**src/rtl/busphase_pkg.sv**
```systemverilog
package busphase_pkg;

  localparam int ADDR_HI_W = 3;

  // internal active-high select vector
  typedef struct packed {
    logic rom;
    logic ppu;
    logic ram;
  } region_t;

  // region hit from the upper CPU address bits (bit 2 = A15)
  function automatic region_t region_hit(input logic [ADDR_HI_W-1:0] a);
    region_t r;
    r.rom = a[2];
    r.ppu = (a == 3'b001);
    r.ram = (a == 3'b000);
    return r;
  endfunction

  // wrap-around step of the bus-cycle position counter
  function automatic int unsigned next_pos(input int unsigned pos, input int unsigned len);
    return (pos == len - 1) ? 0 : pos + 1;
  endfunction

endpackage

```
**src/rtl/phase_counter.sv**
```systemverilog
module phase_counter #(
  parameter int CYC_LEN  = 12,
  parameter int RISE_IDX = 4,
  parameter int CW       = 4
) (
  input  logic          clk,
  input  logic          rst_n,
  output logic [CW-1:0] pos,
  output logic          hi_part,
  output logic          addr_stb,
  output logic          data_stb
);
  import busphase_pkg::*;

  localparam logic [CW-1:0] LAST = CW'(CYC_LEN - 1);
  localparam logic [CW-1:0] RISE = CW'(RISE_IDX);

  logic [CW-1:0] pos_nxt;
  assign pos_nxt = CW'(next_pos(int'(pos), CYC_LEN));

  always_ff @(posedge clk or negedge rst_n) begin
    if (!rst_n) begin
      pos     <= '0;
      hi_part <= 1'b0;
    end else begin
      pos     <= pos_nxt;
      hi_part <= (pos_nxt >= RISE);
    end
  end

  assign addr_stb = rst_n & (pos == '0);
  assign data_stb = rst_n & (pos == LAST);


  pos_wrap_chk: assert property (@(posedge clk) disable iff (!rst_n)
    (pos == LAST) |=> (pos == '0));


  pos_step_chk: assert property (@(posedge clk) disable iff (!rst_n)
    (pos != LAST) |=> (pos == $past(pos) + 1'b1));

endmodule

```
**src/rtl/m2_shaper.sv**
```systemverilog
module m2_shaper #(
  parameter bit HALF_EDGE = 1'b1
) (
  input  logic clk,
  input  logic rst_n,
  input  logic hi_part,
  output logic m2
);

  generate
    if (HALF_EDGE) begin : g_half
      logic hi_late;
      // falling-edge copy delays only the rise by half a master cycle
      always_ff @(negedge clk or negedge rst_n) begin
        if (!rst_n) hi_late <= 1'b0;
        else        hi_late <= hi_part;
      end
      // only one input toggles at any clock edge, so the AND is glitch-free
      assign m2 = hi_part & hi_late;
    end else begin : g_whole
      assign m2 = hi_part;
    end
  endgenerate

endmodule

```
**src/rtl/select_decode.sv**
```systemverilog
module select_decode
  import busphase_pkg::*;
(
  input  logic                 clk,
  input  logic                 rst_n,
  input  logic                 m2,
  input  logic [ADDR_HI_W-1:0] addr_hi,
  input  logic                 rd_wr_n,
  output logic                 rom_sel_n,
  output logic                 ppu_en_n,
  output logic                 ram_sel_n,
  output logic                 wdata_en
);

  region_t hit;
  logic    qual;

  assign hit  = region_hit(addr_hi);
  assign qual = m2 & rst_n;

  assign rom_sel_n = ~(qual & hit.rom);
  assign ppu_en_n  = ~(qual & hit.ppu);
  assign ram_sel_n = ~(qual & hit.ram);
  assign wdata_en  = qual & ~rd_wr_n;


  one_sel_chk: assert property (@(posedge clk) disable iff (!rst_n)
    $onehot0({~rom_sel_n, ~ppu_en_n, ~ram_sel_n}));


  low_phase_idle_chk: assert property (@(posedge clk) disable iff (!rst_n)
    !m2 |-> (rom_sel_n && ppu_en_n && ram_sel_n && !wdata_en));


  gap_region_chk: assert property (@(posedge clk) disable iff (!rst_n)
    (addr_hi[2:1] == 2'b01) |-> (rom_sel_n && ppu_en_n && ram_sel_n));


  wdata_dir_chk: assert property (@(posedge clk) disable iff (!rst_n)
    wdata_en |-> (m2 && !rd_wr_n));

endmodule

```
**src/rtl/bus_phase_gen.sv**
```systemverilog
module bus_phase_gen #(
  parameter int CYC_LEN    = 12,
  parameter int LOW_HALVES = 9
) (
  input  logic       clk_master,
  input  logic       rst_n,
  input  logic [2:0] cpu_addr_hi,
  input  logic       cpu_rd_wr_n,
  output logic       m2,
  output logic       addr_stb,
  output logic       data_stb,
  output logic       rom_sel_n,
  output logic       ppu_en_n,
  output logic       ram_sel_n,
  output logic       wdata_en
);

  localparam int CW       = $clog2(CYC_LEN);
  localparam int RISE_IDX = LOW_HALVES / 2;
  localparam bit HALF_EDG = (LOW_HALVES % 2) == 1;

  logic [CW-1:0] pos;
  logic          hi_part;

  phase_counter #(.CYC_LEN(CYC_LEN), .RISE_IDX(RISE_IDX), .CW(CW)) u_cnt (
    .clk      (clk_master),
    .rst_n    (rst_n),
    .pos      (pos),
    .hi_part  (hi_part),
    .addr_stb (addr_stb),
    .data_stb (data_stb)
  );

  m2_shaper #(.HALF_EDGE(HALF_EDG)) u_m2 (
    .clk     (clk_master),
    .rst_n   (rst_n),
    .hi_part (hi_part),
    .m2      (m2)
  );

  select_decode u_dec (
    .clk       (clk_master),
    .rst_n     (rst_n),
    .m2        (m2),
    .addr_hi   (cpu_addr_hi),
    .rd_wr_n   (cpu_rd_wr_n),
    .rom_sel_n (rom_sel_n),
    .ppu_en_n  (ppu_en_n),
    .ram_sel_n (ram_sel_n),
    .wdata_en  (wdata_en)
  );


  m2_fall_chk: assert property (@(posedge clk_master) disable iff (!rst_n)
    $fell(m2) |-> (pos == '0));


  m2_rise_chk: assert property (@(posedge clk_master) disable iff (!rst_n)
    $rose(m2) |-> (pos == CW'(RISE_IDX)));


  stb_excl_chk: assert property (@(posedge clk_master) disable iff (!rst_n)
    !(addr_stb && data_stb));

endmodule

```
**config.mk**
```make
export PLATFORM = sky130hd
export DESIGN_NAME = bus_phase_gen
export DESIGN_NICKNAME = d
export VERILOG_FILES = /design/src/rtl/busphase_pkg.sv /design/src/rtl/phase_counter.sv /design/src/rtl/m2_shaper.sv /design/src/rtl/select_decode.sv /design/src/rtl/bus_phase_gen.sv
export SDC_FILE = /design/constraint.sdc
export NUM_CORES = 1
export LEC_CHECK = 0
export BUFFER_PORTS_ARGS = -buffer_cell sky130_fd_sc_hd__buf_2
export CAP_MARGIN = 20
export CORE_AREA = 2 2 39 41
export CTS_BUF_LIST = sky130_fd_sc_hd__clkbuf_4 sky130_fd_sc_hd__clkbuf_8 sky130_fd_sc_hd__clkbuf_16
export DETAILED_ROUTE_END_ITERATION = 10
export DIE_AREA = 0 0 41 43
export MAX_ROUTING_LAYER = met4
export PLACE_DENSITY = 0.58
export SYNTH_ARGS = -nofsm -noshare
export SYNTH_HDL_FRONTEND = slang
export SYNTH_HIERARCHICAL = 1
export SYNTH_SLANG_ARGS = --single-unit
```
**constraint.sdc**
```tcl
create_clock -name clk_master -period 2.8 [get_ports clk_master]
set_input_delay 0.56 -clock clk_master [delete_from_list [all_inputs] [get_ports clk_master]]
set_output_delay 0.56 -clock clk_master [all_outputs]
set_load 0.005 [all_outputs]
```
# Word level (Yosys, flattened, before mapping)
# Index checks and enable logic that the tools add are counted.
# classes
n_addsub	1
magnitude_cmp	1
n_eq_ne	2
muxes	1
bitwise_logic	12
n_reduce_logical	2
# ops
op	n
bitwise AND 1 bit	8
adder 4 x 1 -> 4 bit, second input constant	1
equality test 4 bit, second input constant	1
>= comparator 4 x 3 -> 1 bit, second input constant	1
zero test 4 bit	1
two-way mux 4 bit	1
inverter 1 bit	4
equality test 3 x 1 -> 1 bit, second input constant	1
zero test 3 bit	1
# word_totals
regBits	6
in_bits	6
output_inout_bits	7

# Longest topological paths before layout
# depth
word_depth	4
depth_mapped	4
depth_no_buf	4

# Hierarchy
# The synthesis kept the hierarchy.
# by_module_without_submodules
mod	n_inst	cells_per_inst	area_each_um2	seq_area_each_um2
phase_counter	1	26	285.3	125.1
m2_shaper	1	2	31.3	25.0
select_decode	1	5	30.0	0.0

==> key figures <==
Run status
  – Status: complete, but fails checks
  – Failing checks: negative setup slack

Synthesis
  – Top_reg_cell synth: dfrtp_1
  – Number of flops mapped to enable cells by yosys: 0
  – Cell with the most instances after synthesis: dfrtp_1
  – Yosys Warn Count: 6
  – Syn_nets: 41
  – Synth top area share: 36.1%
  – Post-synthesis cell area: 347 µm²
  – Area leader, netlist: dfrtp_1
  – Unique cell type count in the Yosys netlist: 22
  – Dominant cells by area after synthesis: dfrtp_1 (36%), dfrtn_1 (7.2%), ha_1 (7.2%)
  – Post-synth top cells: dfrtp_1 (5), nand2_1 (3), nor2_1 (3)
  – #FFs+latches synth: 6
  – Syn Inst Count: 33
  – Register area share after synthesis: 43.3%
  – Asr flop ratio synth: 100%
  – Syn Area/Cell: 10.5 µm²

Power
  – Pwr Density: 375 nW/µm²
  – VDD IR max: 232 µV
  – Sw Pwr: 36.6 µW
  – Clock power share: 50.5%
  – Internal cell power: 154 µW
  – Comb pwr share: 3.8%
  – Reg power frac: 45.7%
  – Static leakage: 0.000261 µW
  – Switching power share of the total: 19.3%

Placed design
  – Hpwl dp: 469 µm
  – Placed cell area: 428 µm²
  – Routability-driven placement congestion ratio: 0.683
  – PortBufs: 12
  – Dpl ws: -289 ps

Timing
  – Fin. Hold Viols: 0
  – Slew Limit Fails: 0
  – Endpoints failing setup: 5
  – Final Skew: 8.07 ps
  – Setup slack after layout: -559 ps
  – Fin Hold WS: 166 ps
  – Max-slew headroom: 83.6%
  – RSZ-0062 raised after global routing: yes
  – Worst-margin pin slew: 246 ps

Layout
  – Nets@finish: 61
  – Diode count: 0
  – FILL cells: 145
  – Post-route cell area: 507 µm²
  – Register area: 150 µm²
  – Layout overhead on the synthesized area: 46.2%
  – Multi-input logic area: 195 µm²
  – Layout cells sized above 1: 50.0%

GRT
  – First-pass GRT wire length: 1.00 mm
  – Total GRT Usage: 9.32%
  – Vias in the first global route: 242
  – Gr ovfl total: 0
  – Initial antenna violation count: 0
  – Largest net degree at the start of global routing: 11

Setup path
  – Crit end category: output pin
  – Startpoint types: register
  – Critical path required time: 2240 ps
  – CP arrival: 2800 ps
  – CP Max Fanout: 3
  – Worst setup path category: register to output pin

Clocking
  – Post-CTS Hold Buffers: 0
  – Clock Tree Root: clkbuf_4
  – Longest Clk Path Bufs: 2
  – Worst-path clk slew: 50 ps
  – Clk_lat worst skew: 250 ps
  – Depth of the CTS H-tree: 1
  – Clock sink total: 6
  – TritonCTS buffer count: 3
  – TritonCTS clock tree: built

Route
  – Vias per cell: 4.43
  – DRT iter0 DRCs: 2
  – DRT Pass-1 Iters: 3
  – ANT nets after route: 0
  – Drt wl/cell: 9.32 µm
  – Final WL: 634 µm
  – Vias: 301
  – Drt drc: 0

Floorplanning
  – Number of core rows: 14
  – Die area: 1760 µm²
  – Initial Utilization: 25.0%
  – Die W: 41 µm
  – Die height: 43 µm
  – CORE AREA: 1380 µm²
  – I/O pin total: 13

Hold path
  – Hold Path Class: input pin to asynchronous set/reset pin

Run
  – Max cap viols: 0
-- layout make-up --
class                      count  area share (%)
multi-input combinational     24            38.5
timing repair buffer          16            20.5
tap                           16            3.95
sequential                     6            29.6
inverter                       2            1.48
clock buffer                   4            5.93
-- repair_timing --
item	4_1_cts	5_1_grt
pin swaps	1	0
endpoints found under the setup margin	5	5
resized for setup	2	4
setup buffers	2	2
cloned	0	0
-- placed cells by master, fill, tap and decap left out --
| cell | Yosys | final |
|---|---|---|
| buf_2 | 0 | 11 |
| dfrtp_1 | 5 | 5 |
| clkbuf_4 | 0 | 4 |
| buf_6 | 1 | 3 |
| buf_4 | 0 | 2 |
| inv_1 | 2 | 2 |
| nand2_1 | 3 | 2 |
| nor2_1 | 3 | 2 |
| nor3b_1 | 2 | 2 |
| ha_1 | 2 | 2 |
| nand2b_1 | 1 | 1 |
| mux2i_1 | 1 | 1 |
| xnor2_1 | 1 | 1 |
| a21o_1 | 1 | 1 |
| and4bb_2 | 1 | 1 |
| nor2b_1 | 1 | 1 |
| mux2_4 | 1 | 1 |
| or2_0 | 1 | 1 |
| a21oi_1 | 1 | 1 |
| a21oi_2 | 1 | 1 |
| nand3_1 | 1 | 1 |
| nand2_4 | 0 | 1 |
| or4b_1 | 1 | 1 |
| or4_1 | 1 | 1 |
| nor2_4 | 0 | 1 |
| and2_4 | 0 | 1 |
| dfrtn_1 | 1 | 1 |
-- sequential cells by signal, indices dropped and copies added (netlist names) --
signal,cells
u_m2/g_half.hi_late,1
u_cnt/hi_part,1
u_cnt/pos,4
-- metal layers --
metal	share of wire (%)	wire length, µm	track usage (%)
met5	0	0	-
met2	49	311	12.8
met3	11	72	3.66
met4	0	0	8.00
met1	39	250	9.84
-- power by group through the flow --
stage | registers, µW | logic, µW | clock network, µW
after global placement | 88.4 | 6.68 | 0
final | 87.0 | 7.15 | 96.1
after global routing | 86.9 | 8.44 | 106
after CTS | 86.9 | 6.74 | 102
after floorplan | 88.4 | 0.403 | 0
after detailed placement | 88.4 | 6.70 | 0
-- stage by stage --
stage / instances / util (%) / total power (µW) / setup TNS (ps)
2_1_floorplan: 33 / - / 88.8 / -314
3_3_place_gp: 61 / 30.9 / 95.0 / -505
3_5_place_dp: 61 / 30.9 / 95.1 / -518
4_1_cts: 67 / 34.9 / 196 / -1860
5_1_grt: 68 / 36.6 / 202 / -2400
6_report: 68 / 36.6 / 190 / -1970
-- worst max-delay path, stage by stage (launching register included) --
cell,delay [ps]
dfrtn_1,380
and2_4,150
nand2_4,40
or4b_1,450
buf_2,140
-- logic make-up after synthesis --
group / share of synthesized area [%]
AND/OR/NAND/NOR: 28.2
flip-flops: 43.3
AO/OA/AOI/OAI: 6.14
buffers and inverters: 5.42
multiplexers: 7.22
adder cells (fa/ha/maj): 7.22
XOR/XNOR: 2.53
-- path summary, 6_finish.rpt --
check,from,to,slack (ps),cells past startpoint
setup / recovery,u_m2/g_half.hi_late,ppu_en_n,-560,4
hold / removal,rst_n,u_cnt/hi_part,170,1
setup reg to reg,u_cnt/hi_part,u_m2/g_half.hi_late,880,0
hold reg to reg,u_cnt/pos[0],u_cnt/pos[0],490,1
max in group asynchronous,rst_n,u_m2/g_half.hi_late,1140,1
min in group clk_master,u_cnt/pos[0],u_cnt/pos[0],490,1
No activity file was read; power rests on OpenSTA's default activity.
